## config.mk

```make
export PLATFORM = sky130hd
export DESIGN_NAME = sdram_refresh_sched
export DESIGN_NICKNAME = d
export VERILOG_FILES = /design/src/rtl/sdram_refresh_pkg.sv /design/src/rtl/sdram_ref_tick.sv /design/src/rtl/sdram_ref_debt.sv /design/src/rtl/sdram_ref_seq.sv /design/src/rtl/sdram_refresh_sched.sv
export SDC_FILE = /design/constraint.sdc
export NUM_CORES = 1
export LEC_CHECK = 0
export ABC_AREA = 0
export BUFFER_PORTS_ARGS = -buffer_cell sky130_fd_sc_hd__buf_2
export CORE_ASPECT_RATIO = 1.5
export CORE_UTILIZATION = 54
export CTS_BUF_LIST = sky130_fd_sc_hd__clkbuf_8
export CTS_CLUSTER_SIZE = 12
export DETAILED_ROUTE_END_ITERATION = 7
export GPL_TIMING_DRIVEN = 0
export HOLD_SLACK_MARGIN = 0.08
export PLACE_DENSITY = 0.77
export SYNTH_ARGS = -nofsm -noshare
export SYNTH_HDL_FRONTEND = slang
export SYNTH_SLANG_ARGS = --single-unit
```

## constraint.sdc

```tcl
create_clock -name clk -period 2.1 [get_ports clk]
set_input_delay 0.42 -clock clk [delete_from_list [all_inputs] [get_ports clk]]
set_output_delay 0.42 -clock clk [all_outputs]
set_load 0.01 [all_outputs]
```

## src/rtl/sdram_refresh_pkg.sv

```systemverilog
package sdram_refresh_pkg;

  typedef enum logic [2:0] {
    ST_IDLE,
    ST_PRE,
    ST_RP,
    ST_REF,
    ST_RC
  } seq_state_e;

  // {cs_n, ras_n, cas_n, we_n}
  localparam logic [3:0] CMD_NOP    = 4'b0111;
  localparam logic [3:0] CMD_PREALL = 4'b0010;
  localparam logic [3:0] CMD_AREF   = 4'b0001;

  function automatic int ns_to_cyc_ceil(input int ns, input int clk_ps);
    int c;
    c = (ns * 1000 + clk_ps - 1) / clk_ps;
    return (c < 1) ? 1 : c;
  endfunction

  function automatic int ns_to_cyc_floor(input int ns, input int clk_ps);
    int c;
    c = (ns * 1000) / clk_ps;
    return (c < 1) ? 1 : c;
  endfunction

endpackage

```

## src/rtl/sdram_ref_tick.sv

```systemverilog
module sdram_ref_tick #(
  parameter int IVL_CYC = 2080
) (
  input  logic clk,
  input  logic rst_n,
  output logic tick
);
  localparam int W = (IVL_CYC > 1) ? $clog2(IVL_CYC) : 1;

  logic [W-1:0] cnt;
  logic         at_end;

  assign at_end = (cnt == W'(IVL_CYC - 1));
  assign tick   = at_end;

  always_ff @(posedge clk) begin
    if (!rst_n)      cnt <= '0;
    else if (at_end) cnt <= '0;
    else             cnt <= cnt + 1'b1;
  end
endmodule

```

## src/rtl/sdram_ref_debt.sv

```systemverilog
module sdram_ref_debt #(
  parameter int MAX_DEBT = 8,
  parameter int CW       = 4
) (
  input  logic          clk,
  input  logic          rst_n,
  input  logic          tick,
  input  logic          ref_done,
  output logic [CW-1:0] pending,
  output logic          urgent
);
  localparam logic [CW-1:0] CEIL = CW'(MAX_DEBT);

  logic [CW-1:0] nxt;

  always_comb begin
    nxt = pending;
    if (tick && !ref_done) begin
      if (pending != CEIL) nxt = pending + 1'b1;
    end else if (!tick && ref_done) begin
      if (pending != '0) nxt = pending - 1'b1;
    end
  end

  always_ff @(posedge clk) begin
    if (!rst_n) pending <= '0;
    else        pending <= nxt;
  end

  assign urgent = (pending == CEIL);
endmodule

```

## src/rtl/sdram_ref_seq.sv

```systemverilog
module sdram_ref_seq
  import sdram_refresh_pkg::*;
#(
  parameter int RP_CYC = 3,
  parameter int RC_CYC = 9
) (
  input  logic       clk,
  input  logic       rst_n,
  input  logic       start,
  output logic [3:0] cmd,
  output logic       a10,
  output logic       busy,
  output logic       ref_done
);
  localparam int MAXC = (RP_CYC > RC_CYC) ? RP_CYC : RC_CYC;
  localparam int WC   = $clog2(MAXC + 1);

  seq_state_e    state;
  logic [WC-1:0] cnt;

  always_ff @(posedge clk) begin
    if (!rst_n) begin
      state <= ST_IDLE;
      cnt   <= '0;
    end else begin
      unique case (state)
        ST_IDLE: if (start) state <= ST_PRE;
        ST_PRE: begin
          if (RP_CYC <= 1) state <= ST_REF;
          else begin
            state <= ST_RP;
            cnt   <= WC'(RP_CYC - 2);
          end
        end
        ST_RP: begin
          if (cnt == '0) state <= ST_REF;
          else           cnt   <= cnt - 1'b1;
        end
        ST_REF: begin
          if (RC_CYC <= 1) state <= ST_IDLE;
          else begin
            state <= ST_RC;
            cnt   <= WC'(RC_CYC - 2);
          end
        end
        ST_RC: begin
          if (cnt == '0) state <= ST_IDLE;
          else           cnt   <= cnt - 1'b1;
        end
        default: state <= ST_IDLE;
      endcase
    end
  end

  always_comb begin
    cmd = CMD_NOP;
    a10 = 1'b0;
    if (state == ST_PRE) begin
      cmd = CMD_PREALL;
      a10 = 1'b1;
    end else if (state == ST_REF) begin
      cmd = CMD_AREF;
    end
  end

  assign busy     = (state != ST_IDLE);
  assign ref_done = (state == ST_REF);
endmodule

```

## src/rtl/sdram_refresh_sched.sv

```systemverilog
module sdram_refresh_sched
  import sdram_refresh_pkg::*;
#(
  parameter int CLK_PS   = 7500,
  parameter int REFI_NS  = 15600,
  parameter int TRP_NS   = 20,
  parameter int TRC_NS   = 65,
  parameter int MAX_DEBT = 8,
  localparam int CW      = $clog2(MAX_DEBT + 1)
) (
  input  logic          clk,
  input  logic          rst_n,
  input  logic          ref_gnt,
  output logic          ref_req,
  output logic          ref_urgent,
  output logic [CW-1:0] pending,
  output logic          busy,
  output logic          cs_n,
  output logic          ras_n,
  output logic          cas_n,
  output logic          we_n,
  output logic          addr10
);
  localparam int IVL_CYC = ns_to_cyc_floor(REFI_NS, CLK_PS);
  localparam int RP_CYC  = ns_to_cyc_ceil(TRP_NS, CLK_PS);
  localparam int RC_CYC  = ns_to_cyc_ceil(TRC_NS, CLK_PS);

  // named internal events
  logic       tick_evt;
  logic       grant_evt;
  logic       aref_evt;
  logic [3:0] cmd;

  sdram_ref_tick #(.IVL_CYC(IVL_CYC)) u_tick (
    .clk  (clk),
    .rst_n(rst_n),
    .tick (tick_evt)
  );

  sdram_ref_debt #(.MAX_DEBT(MAX_DEBT), .CW(CW)) u_debt (
    .clk     (clk),
    .rst_n   (rst_n),
    .tick    (tick_evt),
    .ref_done(aref_evt),
    .pending (pending),
    .urgent  (ref_urgent)
  );

  sdram_ref_seq #(.RP_CYC(RP_CYC), .RC_CYC(RC_CYC)) u_seq (
    .clk     (clk),
    .rst_n   (rst_n),
    .start   (grant_evt),
    .cmd     (cmd),
    .a10     (addr10),
    .busy    (busy),
    .ref_done(aref_evt)
  );

  assign ref_req   = (pending != '0) && !busy;
  assign grant_evt = ref_req && ref_gnt;
  assign {cs_n, ras_n, cas_n, we_n} = cmd;
endmodule

```

After elaboration in Yosys (flattened, before gate mapping)
Cells that the tools add are included.

Bitwise operators: 1. Add/subtract/negate cells: 4. Mux-type cells: 13. Reductions and logical operators: 19. Equality and inequality tests: 12.

Operator list (count): $mux 4 (6); $pmux 3 s5 (1); $add 12x1->12 const B (1); $eq 12x12->1 const B (1); $mux 3 (4); $pmux 4 s3 (1); $sub 4x1->4 const B (2); $eq 3x2->1 const B (2); $ne 2x2->1 const B (3); $reduce_and 3->1 (2); $reduce_bool 3->1 (2); $add 4x1->4 const B (1); $eq 4x4->1 const B (1); $logic_and 1x1->1 (4); $logic_not 4->1 (1); $ne 2x1->1 const B (2); $ne 4x4->1 const B (1); $reduce_bool 2->1 (2); $reduce_bool 4->1 (1); $reduce_or 2->1 (2); $eq 3x1->1 const B (1); $eq 3x3->1 const B (1); $logic_not 1->1 (3); $logic_not 3->1 (1); other kinds (3) (3).

Output and inout port bits: 12. Register bits: 23. Logic and storage cells: 53.

Logic depth before layout (Yosys ltp)
Word-level depth: 6. Mapped depth: 9.

Cells and area by module
From an unflattened synthesis, not the netlist that was laid out.

Cells, all modules: 149. Area total of the unflattened synthesis: 1333.8 um^2.

By module, submodules not included: sdram_ref_tick (times used 1, cells each 57, area an instance 539.3 um^2); sdram_ref_seq (times used 1, cells each 54, area an instance 465.4 um^2); sdram_ref_debt (times used 1, cells each 35, area an instance 305.3 um^2); sdram_refresh_sched (times used 1, cells each 3, area an instance 23.8 um^2).

Worst setup path after synthesis
Ideal clock, no wire load.

Kind: register to register. Start point: register u_tick.cnt[0]. End point: register u_debt.pending[3]. Arrival: 2053 ps. Cell stages (with the launch flop): 10. Setup slack: -71 ps. Setup time: 118 ps. Clock period less this slack: 2171 ps. Cell sequence: dfxtp_1 > ha_1 > and4_1 > clkbuf_2 > nand4_1 > ha_1 > a21o_1 > a21oi_1 > or4_1 > o2111a_1.

Word-level cells in the longest chain between the ends: 5. Elaborated cells between the ends (all ways): 9. Classes of those cells: eq/ne (2); mux (1); reduce/logical (6).

RTL lines: start: declaration (line sdram_ref_tick.sv:10) `logic [W-1:0] cnt;`; start signal: assignment (line sdram_ref_tick.sv:19) `else cnt <= cnt + 1'b1;`; $eq 12x12->1 (*) (line sdram_ref_tick.sv:13) `assign at_end = (cnt == W'(IVL_CYC - 1));`; $logic_not 1->1 (line sdram_ref_debt.sv:20) `end else if (!tick && ref_done) begin`; $logic_and 1x1->1 (line sdram_ref_debt.sv:20); $reduce_bool 2->1 (no source line); $reduce_and 3->1 (no source line); end signal: assignment (line sdram_ref_debt.sv:27) `else pending <= nxt;`; end: declaration (line sdram_ref_debt.sv:9) `output logic [CW-1:0] pending,`.

Every way passes the cells marked *; elsewhere a longest branch is shown, timed or not. A chain may end at the register's enable or synchronous reset.

Worst setup path after layout
Start point: register u_tick.cnt[10]. End point: register u_debt.pending[3].

Same word-level chain as after synthesis.

==> results.rst <==
.. list-table::
   :header-rows: 1

   * - Metric
     - Value
   * - Detailed-route wire length
     - a little over 3000 um
   * - CP max stage cell
     - sky130_fd_sc_hd__or4_1
   * - H-tree lvl count
     - 1
   * - Number of placed instances, taps included
     - between 150 and 200
   * - Clock latency reported for the late side of the worst-skew pair
     - between 0.2 and 0.3 ns
   * - PD cells
     - around 480 mW/mm2
   * - Total area of sequential cells
     - 466.7 um2
   * - Combinational family with the most area after synthesis
     - simple AND/OR/NAND/NOR gates
   * - Antenna violation net count after detailed routing
     - 0
   * - List of cells traversed by the critical path
     - nor4b_4 > nand4_1 > ha_1 > a21o_1 > a21oi_2 > or4_1 > o2111a_1
   * - Met3 wire length
     - around 78 um
   * - Critical path class
     - flop to flop
   * - Share of synthesized cell area in full adder, half adder and majority cells
     - 0.05152
   * - Status
     - finished with violations
   * - Starting density of the core
     - 0.5882
   * - Average detailed-routed wire length per instance
     - around 15 um
   * - Number of different library cells in the post-synthesis netlist
     - 48
   * - Die outline area
     - 0.002727 mm2
   * - TritonCTS clock tree
     - yes
   * - Mux contribution to synthesized area
     - 0.03772
   * - Required time of the critical path
     - 2.27 ns
   * - Dpl ws
     - -0.2103 ns
   * - Number of global-route vias before repair
     - between 1000 and 1500
   * - Final critical-path share of the clock period
     - 1.009
   * - Pin count of the biggest net entering global routing
     - 13
   * - Post-Synth XOR/XNOR Area
     - 0.07084
   * - Compound-cell area share of the yosys netlist
     - 0.1343
   * - Number of detailed-routing iterations run before antenna repair
     - 4
   * - ANT cells
     - 0
   * - Type of element launching the critical path
     - flop
   * - WP buf/inv
     - 0
   * - Post-Syn Instances
     - about 160
   * - Count of clock tree sinks
     - 23
   * - Data arrival, critical path
     - 2.29 ns
   * - Core ar.
     - between 0.002 and 0.0025 mm2
   * - Worst IR drop on VDD
     - between 0.4 and 0.5 mV
   * - Number of hold violations in the final report
     - 0
   * - Worst Setup End Kind
     - flop
   * - Max Fclk
     - ~0.47 GHz
   * - Leading register cell type out of synthesis
     - sky130_fd_sc_hd__dfxtp_1
   * - Worst slew margin relative to its limit
     - 0.6222
   * - Number of antenna violations at the first check in global routing
     - 0
   * - Final Instance Count excl. Fillers
     - approximately 210
   * - Post-route worst setup slack
     - -0.01979 ns
   * - Met2 wire len
     - approximately 1700 um
   * - Number of pins exceeding their max-slew limit in the final report
     - 0
   * - Longest individual stage delay on the worst path
     - about 0.4 ns
   * - Path class of the lowest-slack min-delay path
     - flop to flop
   * - Area grow syn2layout
     - 16.93%
   * - Detailed router's first-iteration violation count
     - 39
   * - Number of cell rows
     - 21
   * - Congestion Overflow GR
     - 0
   * - Post-DR vias/cell
     - around 6
   * - Synth async-reset ratio
     - 0
   * - Measured slew at the worst slew-check pin
     - 0.5616 ns
   * - Register area share after synthesis
     - 0.3385
   * - Number of synthesized flops with an enable pin
     - 0
   * - Final GP Congestion
     - approximately 0.79
   * - Setup repair after global routing missed its margin
     - yes
   * - Aggregate global-route resource usage
     - 0.2446
   * - Violated checks
     - setup timing
   * - Total via count after detailed routing
     - between 1000 and 1500
   * - Hold Path Cell Cnt
     - 2
   * - Final-stage net count
     - approximately 190
   * - Ports
     - 15
   * - Max-cap violations
     - 0
   * - Top routing layer in use
     - met4
   * - Yosys reg bits
     - 23
   * - Final critical path time including I/O delays and setup
     - ~2.1 ns
   * - Die height
     - 63.47 um
   * - Die extent in x
     - 42.98 um
   * - Setup Skew
     - approximately 0.0067 ns
   * - Netlist area before placement
     - 0.001360 mm2
   * - Number of filler instances in the final layout
     - about 200
   * - Mean instance size in the synthesized netlist
     - around 8.3 um2
   * - Post-synthesis net count
     - approximately 170
   * - Area share of and/or/nand/nor cells after synthesis
     - 0.3137
   * - Number of port buffers
     - 12
   * - Cell count along the critical path
     - 7
   * - Maximum buffer depth of the clock tree
     - 2
   * - Wire length of the first global-routing pass
     - ~5100 um
   * - Worst-case reg-to-reg path depth
     - 7
   * - Clk root buf
     - sky130_fd_sc_hd__clkbuf_8
   * - Top fanout value on the critical path
     - 3
   * - Post-CTS clock slew at the launch and capture registers of the worst setup and hold paths
     - around 0.090 ns
   * - DPL Wire Length
     - approximately 2100 um
   * - Number of warning messages in the yosys log
     - 0
   * - Leakage power figure
     - approximately 0.00065 uW
   * - Area taken by multi-input logic gates
     - between 800 and 900 um2
   * - WL met1
     - around 1300 um
   * - Fraction of layout cells with a size suffix above 1
     - 0.2216
   * - Cell family with most CP delay
     - simple AND/OR/NAND/NOR gates
   * - Detailed-route DRC error count
     - 0
   * - Count of final setup violators
     - 1
   * - Number of buffers inserted during clock tree synthesis
     - 3
==> final timing paths <==
kind                             start                              to  slack [ns]
min          u_tick.cnt[11]$_SDFF_PP0_       u_tick.cnt[11]$_SDFF_PP0_        0.49
max reg2reg  u_tick.cnt[10]$_SDFF_PP0_  u_debt.pending[3]$_SDFFE_PN0P_       -0.02
max          u_tick.cnt[10]$_SDFF_PP0_  u_debt.pending[3]$_SDFFE_PN0P_       -0.02
min reg2reg  u_tick.cnt[11]$_SDFF_PP0_       u_tick.cnt[11]$_SDFF_PP0_        0.49
==> power breakdown <==
group          switching [uW]  total (uW)  internal [uW]
Combinational            15.7        30.8           15.1
Clock                     149         280            131
Sequential               4.79         446            441
Total                     170         757            587
==> state kept, by name, summed over array words and instances, names as in the netlist <==
signal          flops
u_seq.state         3
u_debt.pending      4
u_tick.cnt         12
u_seq.cnt           4
==> kinds of logic after synthesis <==
family / Yosys count
buf+inv: 17
other cells: 1
xor+xnor: 11
flops: 23
compound gates: 26
fa+ha+maj: 5
mux: 5
simple gates: 75
==> repair_timing <==
action	in CTS	in global routing
hold buffers	0	0
endpoints found under the setup margin	1	2
setup buffers	7	0
gates resized for setup	4	7
pin swaps	5	5
==> layer usage <==
layer  up-vias  track usage
met5         -            0
met4         0       0.1174
met3        10      0.03438
met2        32       0.4261
met1       576       0.2839
li1        624            -
==> through the flow <==
| stage | power (uW) | util | cell area [um2] | hold WS [ns] | setup TNS [ns] |
|---|---|---|---|---|---|
| after floorplan | 474.2 | - | 1375 | 0.4282 | 0 |
| after global routing | 777.7 | 0.6878 | 1590 | 0.5121 | -0.1417 |
| after detailed placement | 481.9 | 0.6331 | 1464 | 0.4478 | -0.2103 |
| after CTS | 754.7 | 0.6861 | 1587 | 0.4992 | -0.01189 |
| final | 756.9 | 0.6878 | 1590 | 0.4901 | -0.01979 |
| after global placement | 479.6 | 0.6331 | 1464 | 0.4434 | -0.1475 |
==> synthesized netlist by cell type (all sizes together) (4+ instances only) <==
cell    instances  area [um2]
dfxtp          23       460.4
nor2           16       60.06
nand2          14       52.55
nand3           9       45.04
clkbuf          8       31.28
inv             8       30.03
a21oi           7       35.03
xor2            7       61.31
nand4           5       31.28
and2            4       25.02
ha              4       50.05
mux2i           4       40.04
nor3            4       25.02
o21ai           4       20.02
xnor2           4       35.03
==> layout by cell type (no fill, tap or decap), types with 2 or more instances in the layout <==
cell type,count
sky130_fd_sc_hd__dfxtp_2,5
sky130_fd_sc_hd__a21oi_1,5
sky130_fd_sc_hd__o31ai_1,2
sky130_fd_sc_hd__clkbuf_1,7
sky130_fd_sc_hd__buf_4,8
sky130_fd_sc_hd__nand2_1,14
sky130_fd_sc_hd__nand2b_1,3
sky130_fd_sc_hd__nor2_1,16
sky130_fd_sc_hd__nor2b_1,3
sky130_fd_sc_hd__buf_2,12
sky130_fd_sc_hd__and2_1,4
sky130_fd_sc_hd__and3_1,2
sky130_fd_sc_hd__ha_1,2
sky130_fd_sc_hd__o211ai_1,3
sky130_fd_sc_hd__clkbuf_8,3
sky130_fd_sc_hd__nor4b_1,2
sky130_fd_sc_hd__o21ai_0,4
sky130_fd_sc_hd__dfxtp_1,18
sky130_fd_sc_hd__o2111a_1,3
sky130_fd_sc_hd__xnor2_1,4
sky130_fd_sc_hd__a21oi_2,2
sky130_fd_sc_hd__nor3_1,3
sky130_fd_sc_hd__nand4_1,5
sky130_fd_sc_hd__mux2i_1,4
sky130_fd_sc_hd__ha_4,2
sky130_fd_sc_hd__or4_1,2
sky130_fd_sc_hd__nand3_1,9
sky130_fd_sc_hd__xor2_1,7
sky130_fd_sc_hd__inv_1,8
==> worst register-to-register path: stages (launching register included) <==
cell	delay, ns
sky130_fd_sc_hd__dfxtp_2	0.35
sky130_fd_sc_hd__nor4b_4	0.33
sky130_fd_sc_hd__nand4_1	0.18
sky130_fd_sc_hd__ha_1	0.35
sky130_fd_sc_hd__a21o_1	0.20
sky130_fd_sc_hd__a21oi_2	0.08
sky130_fd_sc_hd__or4_1	0.39
sky130_fd_sc_hd__o2111a_1	0.14
==> area by class of cell <==
class / count / area share
flip-flops and latches: 23 / 0.2935
plain buffers: 8 / 0.02124
well taps: 23 / 0.01810
repair buffers: 19 / 0.07081
clock buffers: 3 / 0.02596
clock inverters: 1 / 0.002360
multi-input cells: 123 / 0.5492
inverters: 8 / 0.01888
Power figures use the tool's default switching activity.
